==> config.mk <==
export PLATFORM = sky130hd
export DESIGN_NAME = serial_rx
export DESIGN_NICKNAME = d
export VERILOG_FILES = /design/src/rtl/serial_rx_pkg.sv /design/src/rtl/rx_sync.sv /design/src/rtl/rx_framer.sv /design/src/rtl/rx_idle.sv /design/src/rtl/rx_deliver.sv /design/src/rtl/serial_rx.sv
export SDC_FILE = /design/constraint.sdc
export NUM_CORES = 1
export LEC_CHECK = 0
export ABC_CLOCK_PERIOD_IN_PS = 2500
export BUFFER_PORTS_ARGS = -buffer_cell sky130_fd_sc_hd__clkbuf_2
export CORE_MARGIN = 10
export CORE_UTILIZATION = 63
export DETAILED_ROUTE_END_ITERATION = 8
export HOLD_SLACK_MARGIN = 0.1
export PLACE_DENSITY = 0.84
export SLEW_MARGIN = 20
export SYNTH_ARGS = -nofsm -noshare
export SYNTH_HDL_FRONTEND = slang
export SYNTH_SLANG_ARGS = --single-unit
==> constraint.sdc <==
create_clock -name clk -period 2.5 [get_ports clk]
set_input_delay 0.25 -clock clk [delete_from_list [all_inputs] [get_ports clk]]
set_output_delay 0.25 -clock clk [all_outputs]
set_load 0.01 [all_outputs]
==> src/rtl/serial_rx_pkg.sv <==
`timescale 1ns/1ps
package serial_rx_pkg;
  localparam int OVS_DEF   = 16;
  localparam int FIELD_DEF = 9;

  typedef enum logic [1:0] {
    ST_HUNT  = 2'd0,
    ST_START = 2'd1,
    ST_DATA  = 2'd2,
    ST_STOP  = 2'd3
  } rx_state_e;
endpackage

==> src/rtl/rx_sync.sv <==
`timescale 1ns/1ps
module rx_sync (
  input  logic clk,
  input  logic rst_n,
  input  logic line_in,
  output logic rst_n_q,
  output logic line_q
);
  logic [1:0] rst_pipe;
  logic [1:0] line_pipe;

  // asynchronous assert, synchronous release
  always_ff @(posedge clk or negedge rst_n) begin
    if (!rst_n) rst_pipe <= 2'b00;
    else        rst_pipe <= {rst_pipe[0], 1'b1};
  end

  always_ff @(posedge clk or negedge rst_n) begin
    if (!rst_n) line_pipe <= 2'b11;
    else        line_pipe <= {line_pipe[0], line_in};
  end

  assign rst_n_q = rst_pipe[1];
  assign line_q  = line_pipe[1];
endmodule

==> src/rtl/rx_framer.sv <==
`timescale 1ns/1ps
module rx_framer
  import serial_rx_pkg::*;
#(
  parameter int OVS     = OVS_DEF,
  parameter int FIELD_W = FIELD_DEF
) (
  input  logic               clk,
  input  logic               rst_n,
  input  logic               tick,
  input  logic               line,
  input  logic               mode9,
  output logic               frame_done,
  output logic [FIELD_W-1:0] field,
  output logic               stop_ok,
  output logic               frame_m9,
  output logic               in_hunt
);
  localparam int CNT_W = $clog2(OVS);
  localparam int BIT_W = $clog2(FIELD_W + 1);
  localparam logic [CNT_W-1:0] HALF = CNT_W'(OVS / 2 - 1);
  localparam logic [CNT_W-1:0] LAST = CNT_W'(OVS - 1);

  rx_state_e          st_q, st_d;
  logic [CNT_W-1:0]   cnt_q, cnt_d;
  logic [BIT_W-1:0]   bitn_q, bitn_d;
  logic [FIELD_W-1:0] sh_q, sh_d;
  logic               m9_q, m9_d;
  logic               done_q, done_d;
  logic               stop_q, stop_d;
  logic [BIT_W-1:0]   bit_last;

  assign bit_last = m9_q ? BIT_W'(FIELD_W - 1) : BIT_W'(FIELD_W - 2);

  always_comb begin
    st_d   = st_q;
    cnt_d  = cnt_q;
    bitn_d = bitn_q;
    sh_d   = sh_q;
    m9_d   = m9_q;
    stop_d = stop_q;
    done_d = 1'b0;
    unique case (st_q)
      ST_HUNT: begin
        if (tick && !line) begin
          st_d  = ST_START;
          cnt_d = '0;
          m9_d  = mode9;
        end
      end
      ST_START: begin
        if (tick) begin
          if (cnt_q == HALF) begin
            cnt_d  = '0;
            bitn_d = '0;
            st_d   = line ? ST_HUNT : ST_DATA;
          end else begin
            cnt_d = cnt_q + 1'b1;
          end
        end
      end
      ST_DATA: begin
        if (tick) begin
          if (cnt_q == LAST) begin
            cnt_d  = '0;
            sh_d   = {line, sh_q[FIELD_W-1:1]};
            bitn_d = bitn_q + 1'b1;
            if (bitn_q == bit_last) st_d = ST_STOP;
          end else begin
            cnt_d = cnt_q + 1'b1;
          end
        end
      end
      ST_STOP: begin
        if (tick) begin
          if (cnt_q == LAST) begin
            cnt_d  = '0;
            st_d   = ST_HUNT;
            stop_d = line;
            done_d = 1'b1;
          end else begin
            cnt_d = cnt_q + 1'b1;
          end
        end
      end
      default: st_d = ST_HUNT;
    endcase
  end

  always_ff @(posedge clk or negedge rst_n) begin
    if (!rst_n) begin
      st_q   <= ST_HUNT;
      cnt_q  <= '0;
      bitn_q <= '0;
      sh_q   <= '0;
      m9_q   <= 1'b0;
      done_q <= 1'b0;
      stop_q <= 1'b1;
    end else begin
      st_q   <= st_d;
      cnt_q  <= cnt_d;
      bitn_q <= bitn_d;
      sh_q   <= sh_d;
      m9_q   <= m9_d;
      done_q <= done_d;
      stop_q <= stop_d;
    end
  end

  // an eight-bit field sits in the upper bits of the shifter
  assign field      = m9_q ? sh_q : (sh_q >> 1);
  assign frame_done = done_q;
  assign stop_ok    = stop_q;
  assign frame_m9   = m9_q;
  assign in_hunt    = (st_q == ST_HUNT);
endmodule

==> src/rtl/rx_idle.sv <==
`timescale 1ns/1ps
module rx_idle #(
  parameter int OVS     = 16,
  parameter int FIELD_W = 9
) (
  input  logic clk,
  input  logic rst_n,
  input  logic tick,
  input  logic line,
  input  logic in_hunt,
  input  logic frame_done,
  input  logic mode9,
  output logic idle
);
  // ticks from the stop-bit sample: half a bit, then a full frame of ones
  localparam int LIM_LONG  = OVS / 2 + OVS * (FIELD_W + 2);
  localparam int LIM_SHORT = OVS / 2 + OVS * (FIELD_W + 1);
  localparam int CW        = $clog2(LIM_LONG + 1);

  logic [CW-1:0] cnt_q, cnt_d;
  logic [CW-1:0] thr;
  logic          armed_q, armed_d;
  logic          idle_q, idle_d;

  assign thr = mode9 ? CW'(LIM_LONG) : CW'(LIM_SHORT);

  always_comb begin
    armed_d = armed_q | frame_done;
    cnt_d   = cnt_q;
    if (!in_hunt || !line)            cnt_d = '0;
    else if (tick && (cnt_q < thr))   cnt_d = cnt_q + 1'b1;
    idle_d  = armed_q && in_hunt && line && (cnt_q >= thr);
  end

  always_ff @(posedge clk or negedge rst_n) begin
    if (!rst_n) begin
      cnt_q   <= '0;
      armed_q <= 1'b0;
      idle_q  <= 1'b0;
    end else begin
      cnt_q   <= cnt_d;
      armed_q <= armed_d;
      idle_q  <= idle_d;
    end
  end

  assign idle = idle_q;
endmodule

==> src/rtl/rx_deliver.sv <==
`timescale 1ns/1ps
module rx_deliver #(
  parameter int FIELD_W = 9
) (
  input  logic               clk,
  input  logic               rst_n,
  input  logic               frame_done,
  input  logic [FIELD_W-1:0] field,
  input  logic               stop_ok,
  input  logic               frame_m9,
  input  logic               par_en,
  input  logic               par_odd,
  input  logic               asleep,
  output logic [FIELD_W-1:0] rx_data,
  output logic               rx_valid,
  output logic               par_err,
  output logic               frm_err,
  output logic               wake_hit
);
  localparam int IDX_W = $clog2(FIELD_W + 1);

  logic [IDX_W-1:0]   uw;
  logic [FIELD_W-1:0] data_w;
  logic               par_rx, par_exp, mism, addr, accept;

  logic [FIELD_W-1:0] data_q, data_d;
  logic               valid_q, valid_d;
  logic               perr_q, perr_d;
  logic               ferr_q, ferr_d;

  always_comb begin
    uw = IDX_W'(FIELD_W) - {{(IDX_W-1){1'b0}}, ~frame_m9}
                         - {{(IDX_W-1){1'b0}}, par_en};
    par_rx = 1'b0;
    for (int i = 0; i < FIELD_W; i++) begin
      data_w[i] = field[i] & (IDX_W'(i) < uw);
      par_rx    = par_rx | (field[i] & (IDX_W'(i) == uw));
    end
    par_exp = par_odd ? ~(^data_w) : (^data_w);
    mism    = par_en && (par_rx != par_exp);
    addr    = frame_m9 && field[FIELD_W-1];
    accept  = frame_done && (!asleep || addr);

    valid_d = accept;
    data_d  = data_q;
    perr_d  = perr_q;
    ferr_d  = ferr_q;
    if (accept) begin
      data_d = data_w;
      perr_d = mism;
      ferr_d = ~stop_ok;
    end
  end

  always_ff @(posedge clk or negedge rst_n) begin
    if (!rst_n) begin
      data_q  <= '0;
      valid_q <= 1'b0;
      perr_q  <= 1'b0;
      ferr_q  <= 1'b0;
    end else begin
      data_q  <= data_d;
      valid_q <= valid_d;
      perr_q  <= perr_d;
      ferr_q  <= ferr_d;
    end
  end

  assign rx_data  = data_q;
  assign rx_valid = valid_q;
  assign par_err  = perr_q;
  assign frm_err  = ferr_q;
  assign wake_hit = frame_done && asleep && addr;
endmodule

==> src/rtl/serial_rx.sv <==
`timescale 1ns/1ps
module serial_rx
  import serial_rx_pkg::*;
#(
  parameter int OVS     = OVS_DEF,
  parameter int FIELD_W = FIELD_DEF
) (
  input  logic               clk,
  input  logic               rst_n,
  input  logic               rx_line,
  input  logic               baud_tick,
  input  logic               mode9,
  input  logic               par_en,
  input  logic               par_odd,
  input  logic               wake_req,
  output logic [FIELD_W-1:0] rx_data,
  output logic               rx_valid,
  output logic               par_err,
  output logic               frm_err,
  output logic               idle,
  output logic               asleep
);
  logic               rst_i, line_s;
  logic               done, stop_ok, fm9, hunt, wake_hit;
  logic [FIELD_W-1:0] field;
  logic               sleep_q, sleep_d;

  rx_sync u_sync (
    .clk(clk), .rst_n(rst_n), .line_in(rx_line),
    .rst_n_q(rst_i), .line_q(line_s)
  );

  rx_framer #(.OVS(OVS), .FIELD_W(FIELD_W)) u_framer (
    .clk(clk), .rst_n(rst_i), .tick(baud_tick), .line(line_s), .mode9(mode9),
    .frame_done(done), .field(field), .stop_ok(stop_ok),
    .frame_m9(fm9), .in_hunt(hunt)
  );

  rx_idle #(.OVS(OVS), .FIELD_W(FIELD_W)) u_idle (
    .clk(clk), .rst_n(rst_i), .tick(baud_tick), .line(line_s),
    .in_hunt(hunt), .frame_done(done), .mode9(mode9), .idle(idle)
  );

  rx_deliver #(.FIELD_W(FIELD_W)) u_deliver (
    .clk(clk), .rst_n(rst_i), .frame_done(done), .field(field),
    .stop_ok(stop_ok), .frame_m9(fm9), .par_en(par_en), .par_odd(par_odd),
    .asleep(sleep_q), .rx_data(rx_data), .rx_valid(rx_valid),
    .par_err(par_err), .frm_err(frm_err), .wake_hit(wake_hit)
  );

  always_comb begin
    sleep_d = sleep_q;
    if (wake_req)      sleep_d = 1'b1;
    else if (wake_hit) sleep_d = 1'b0;
  end

  always_ff @(posedge clk or negedge rst_i) begin
    if (!rst_i) sleep_q <= 1'b0;
    else        sleep_q <= sleep_d;
  end

  assign asleep = sleep_q;
endmodule

==> results.sh <==
export IMPL_run_status="complete, no violations"
export IMPL_overflow=0
export IMPL_first_pass_iters=4
export IMPL_p_leak_nw=1.25
export IMPL_yosysWarnings=0
export IMPL_place_inst=298
export IMPL_fillerInstances=258
export IMPL_cts_made_buffers=5
export IMPL_maxCapViolations=0
export IMPL_syn_num_nets=254
export IMPL_wl_met3_um=242
export IMPL_regArea_um2=1230
export IMPL_postCtsHoldBufs=2
export IMPL_max_freq_mhz=511
export IMPL_critical_path_arrival_ns=2.16
export IMPL_met2_length_mm=2.17
export IMPL_hold_violations=0
export IMPL_timing_hold_ws_ns=0.134
export IMPL_clk_pin_slew_worst_paths_ns=0.08
export IMPL_clkPwrFrac=0.275
export IMPL_slew_violations=0
export IMPL_detail_route_antenna_nets=0
export IMPL_worst_path_largest_cell_delay_ns=0.38
export IMPL_nets=275
export IMPL_worstMarginPinSlew_ns=0.954
export IMPL_critPathLaunch="u_framer.frame_m9$_DFFE_PN0P_"
export IMPL_yosysSeqAreaShare=0.507
export IMPL_cts_resized=0
export IMPL_vdd_drop_max_uv=599
export IMPL_ys_flop_type="dfrtp_1"
export IMPL_multi_input_area_um2=1100
export IMPL_async_flop_share=1.00
export IMPL_power_density_nw_per_um2=735
export IMPL_max_slew_margin=0.364
export IMPL_via_per_inst=5.63
export IMPL_worst_setup_path_end_kind="flip-flop"
export IMPL_reg2reg_depth=8
export IMPL_power_frac_comb=0.233
export IMPL_hp_class="primary input to flip-flop"
export IMPL_post_cts_buffers=0
export IMPL_postPlaceCellArea_um2=2550
export IMPL_layout_commonest_cell="dfrtp_1"
export IMPL_clockBufferDepth=2
export IMPL_clk_insertion_delay_late_ns=0.30
export IMPL_endpoint="u_deliver.par_err$_DFFE_PN0P_"
export IMPL_worstPathMaxFanout=20
export IMPL_synthAdderAreaFrac=0.0413
export IMPL_period_share=0.782
export IMPL_area_delta_synth_final_pct=10.3
export IMPL_dp_hpwl_mm=3.16
export IMPL_netlist_area_um2=2430
export IMPL_htreeDepth=2
export IMPL_track_usage=0.140
export IMPL_crit_chain="buf_4, ha_1, and3_1, o21ai_1, a21oi_1, a221oi_1, xnor2_1, o31ai_2"
export IMPL_r2r_start="u_framer.frame_m9$_DFFE_PN0P_"
export IMPL_antenna_found_initial=0
export IMPL_r2r_slack_ns=0.54
export IMPL_synthSimpleGateAreaFrac=0.139
export IMPL_internal_power_w=0.00135
export IMPL_die_h_um=82.1
export IMPL_ys_ff_latch=49
export IMPL_num_antenna_cells=0
export IMPL_power_switching_w=0.000618
export IMPL_io_buffers=21
export IMPL_start_kind="flip-flop"
export IMPL_clock_sinks=49
export IMPL_place_congestion=0.832
export IMPL_cts_root_buffer="clkbuf_8"
export IMPL_synth_edf_count=0
export IMPL_required_ns=2.71
export IMPL_syn_avg_cell_area_um2=10.2
export IMPL_drive_above_1_share=0.154
export IMPL_grt_max_degree=46
export IMPL_rows=22
export IMPL_io_pins=22
export IMPL_crit_path_top_delay_cell="dfrtp_1"
export IMPL_layout_cells_most_common_list="dfrtp_1, nand2_1, clkbuf_2"
export IMPL_crit_type="flip-flop to flip-flop"
export IMPL_synthXorXnorAreaFrac=0.0650
export IMPL_synthDistinctLibCells=41
export IMPL_worst_clock_skew_ns=0.00606
export IMPL_wire_per_inst_um=14.2
export IMPL_timing_rr_end="u_deliver.par_err$_DFFE_PN0P_"
export IMPL_rsz0062_at_grt="no"
export IMPL_final_cells=307
export IMPL_initial_core_util=0.658
export IMPL_critical_path_top_delay_family="compound AO/OA/AOI/OAI gates"
export IMPL_synth_compound_area_frac=0.122
export IMPL_crit_cells=8
export IMPL_maxUsedRoutingLayer="met4"
export IMPL_setup_violations=0
export IMPL_seq_power_share=0.492
export IMPL_synth_top_family_by_area="simple AND/OR/NAND/NOR gates"
export IMPL_swShare=0.314
export IMPL_cp_num_buf_inv=1
export IMPL_core_um2=3690
export IMPL_min_period_ns=1.96
export IMPL_synth_cells=238
export IMPL_vias=1728
export IMPL_drtIter0Drc=124
export IMPL_grt_pass1_wl_mm=7.60
export IMPL_fp_dieW_um=82.1
export IMPL_stdcell_area_um2=2680
export IMPL_wl_met1_mm=1.88
export IMPL_drt_total_wl_mm=4.36
export IMPL_synth_mux_area_fraction=0.0830
export IMPL_final_setup_tns_ns=0
export IMPL_first_global_vias=1690
export IMPL_die_area_um2=6730
export IMPL_power_w=0.00197
export IMPL_hp_start="wake_req"
export IMPL_cts_tree="yes"
export IMPL_drc=0
[routing by layer]
| layer | GRT usage | vias up |
|---|---|---|
| met5 | 0 | - |
| met4 | 0.0408 | 0 |
| met3 | 0.0360 | 10 |
| met2 | 0.243 | 29 |
| met1 | 0.168 | 826 |
| li1 | - | 863 |
[layout make-up]
type / instances / share of cell area
sequential: 49 / 0.460
multi-input combinational: 165 / 0.410
timing repair buffer: 24 / 0.0496
clock buffer: 5 / 0.0257
tap: 48 / 0.0224
inverter: 14 / 0.0196
clock inverter: 2 / 0.0131
[how the worst min path moves through the flow]
| stage | depth (start not counted) | slack (ns) | endpoint |
|---|---|---|---|
| floorplan | 0 | -0.05 | u_sync.rst_pipe[0]$_DFF_PN0_ |
| global placement | 1 | 0.06 | u_sync.rst_pipe[0]$_DFF_PN0_ |
| detailed placement | 1 | 0.06 | u_sync.rst_pipe[0]$_DFF_PN0_ |
| CTS | 2 | 0.13 | asleep$_DFFE_PN0P_ |
| global route | 2 | 0.13 | asleep$_DFFE_PN0P_ |
| finish | 2 | 0.13 | asleep$_DFFE_PN0P_ |
[per-stage QoR]
| stage | utilization | worst slack (ns) |
|---|---|---|
| after floorplan | - | 0.756 |
| after global placement | 0.692 | 0.628 |
| after detailed placement | 0.692 | 0.587 |
| after CTS | 0.726 | 0.524 |
| after global routing | 0.726 | 0.319 |
| final | 0.726 | 0.545 |
[power by group through the flow]
stage,clock [W],combinational (W),sequential [W]
finish,0.000541,0.000458,0.000968
global route,0.000591,0.000515,0.000986
CTS,0.000552,0.000457,0.000967
detailed placement,0,0.000453,0.000981
global placement,0,0.000434,0.000977
floorplan,0,0.000411,0.000932
[cell usage after synthesis (2+ instances only)]
cell type  instances  area [um^2]
nand3_1            6         30.0
a21o_1             2         15.0
nand4_1            7         43.8
mux2i_1           10          100
a221oi_1           2         17.5
a21oi_1            7         35.0
nor3_1             4         20.0
o21ai_1            8         40.0
inv_1             12         45.0
nor2_1            15         56.3
clkbuf_1           2         7.51
nand2_1           29          109
nor3b_1            2         15.0
o31ai_1            3         22.5
buf_2              8         40.0
inv_2              2         7.51
and3_1             3         18.8
xor2_1             8         70.1
o21a_1             2         15.0
dfstp_2            3         78.8
o21ai_0           14         70.1
a31oi_1            2         12.5
dfrtp_1           46         1150
mux2_1             8         90.1
xnor2_1           10         87.6
ha_1               8          100
[registers in the layout (all words and copies together), names as in the netlist, named ones only]
| register | flops |
|---|---|
| u_framer.frame_m9 | 1 |
| u_deliver.rx_valid | 1 |
| u_framer.st_q | 1 |
| asleep | 1 |
| u_idle.armed_q | 1 |
| u_sync.line_pipe | 2 |
| u_framer.stop_ok | 1 |
| u_framer.frame_done | 1 |
| u_deliver.frm_err | 1 |
| u_framer.sh_q | 9 |
| u_deliver.rx_data | 9 |
| u_idle.cnt_q | 8 |
| u_idle.idle | 1 |
| u_framer.cnt_q | 4 |
| u_deliver.par_err | 1 |
| u_sync.rst_pipe | 2 |
| u_framer.bitn_q | 4 |
[kinds of logic after synthesis]
| kind of cell | after synthesis |
|---|---|
| mux | 19 |
| xor+xnor | 18 |
| other cells | 1 |
| buf+inv | 24 |
| flops | 49 |
| compound gates | 47 |
| simple gates | 72 |
| fa+ha+maj | 8 |
No activity file was read; power rests on OpenSTA's default activity.
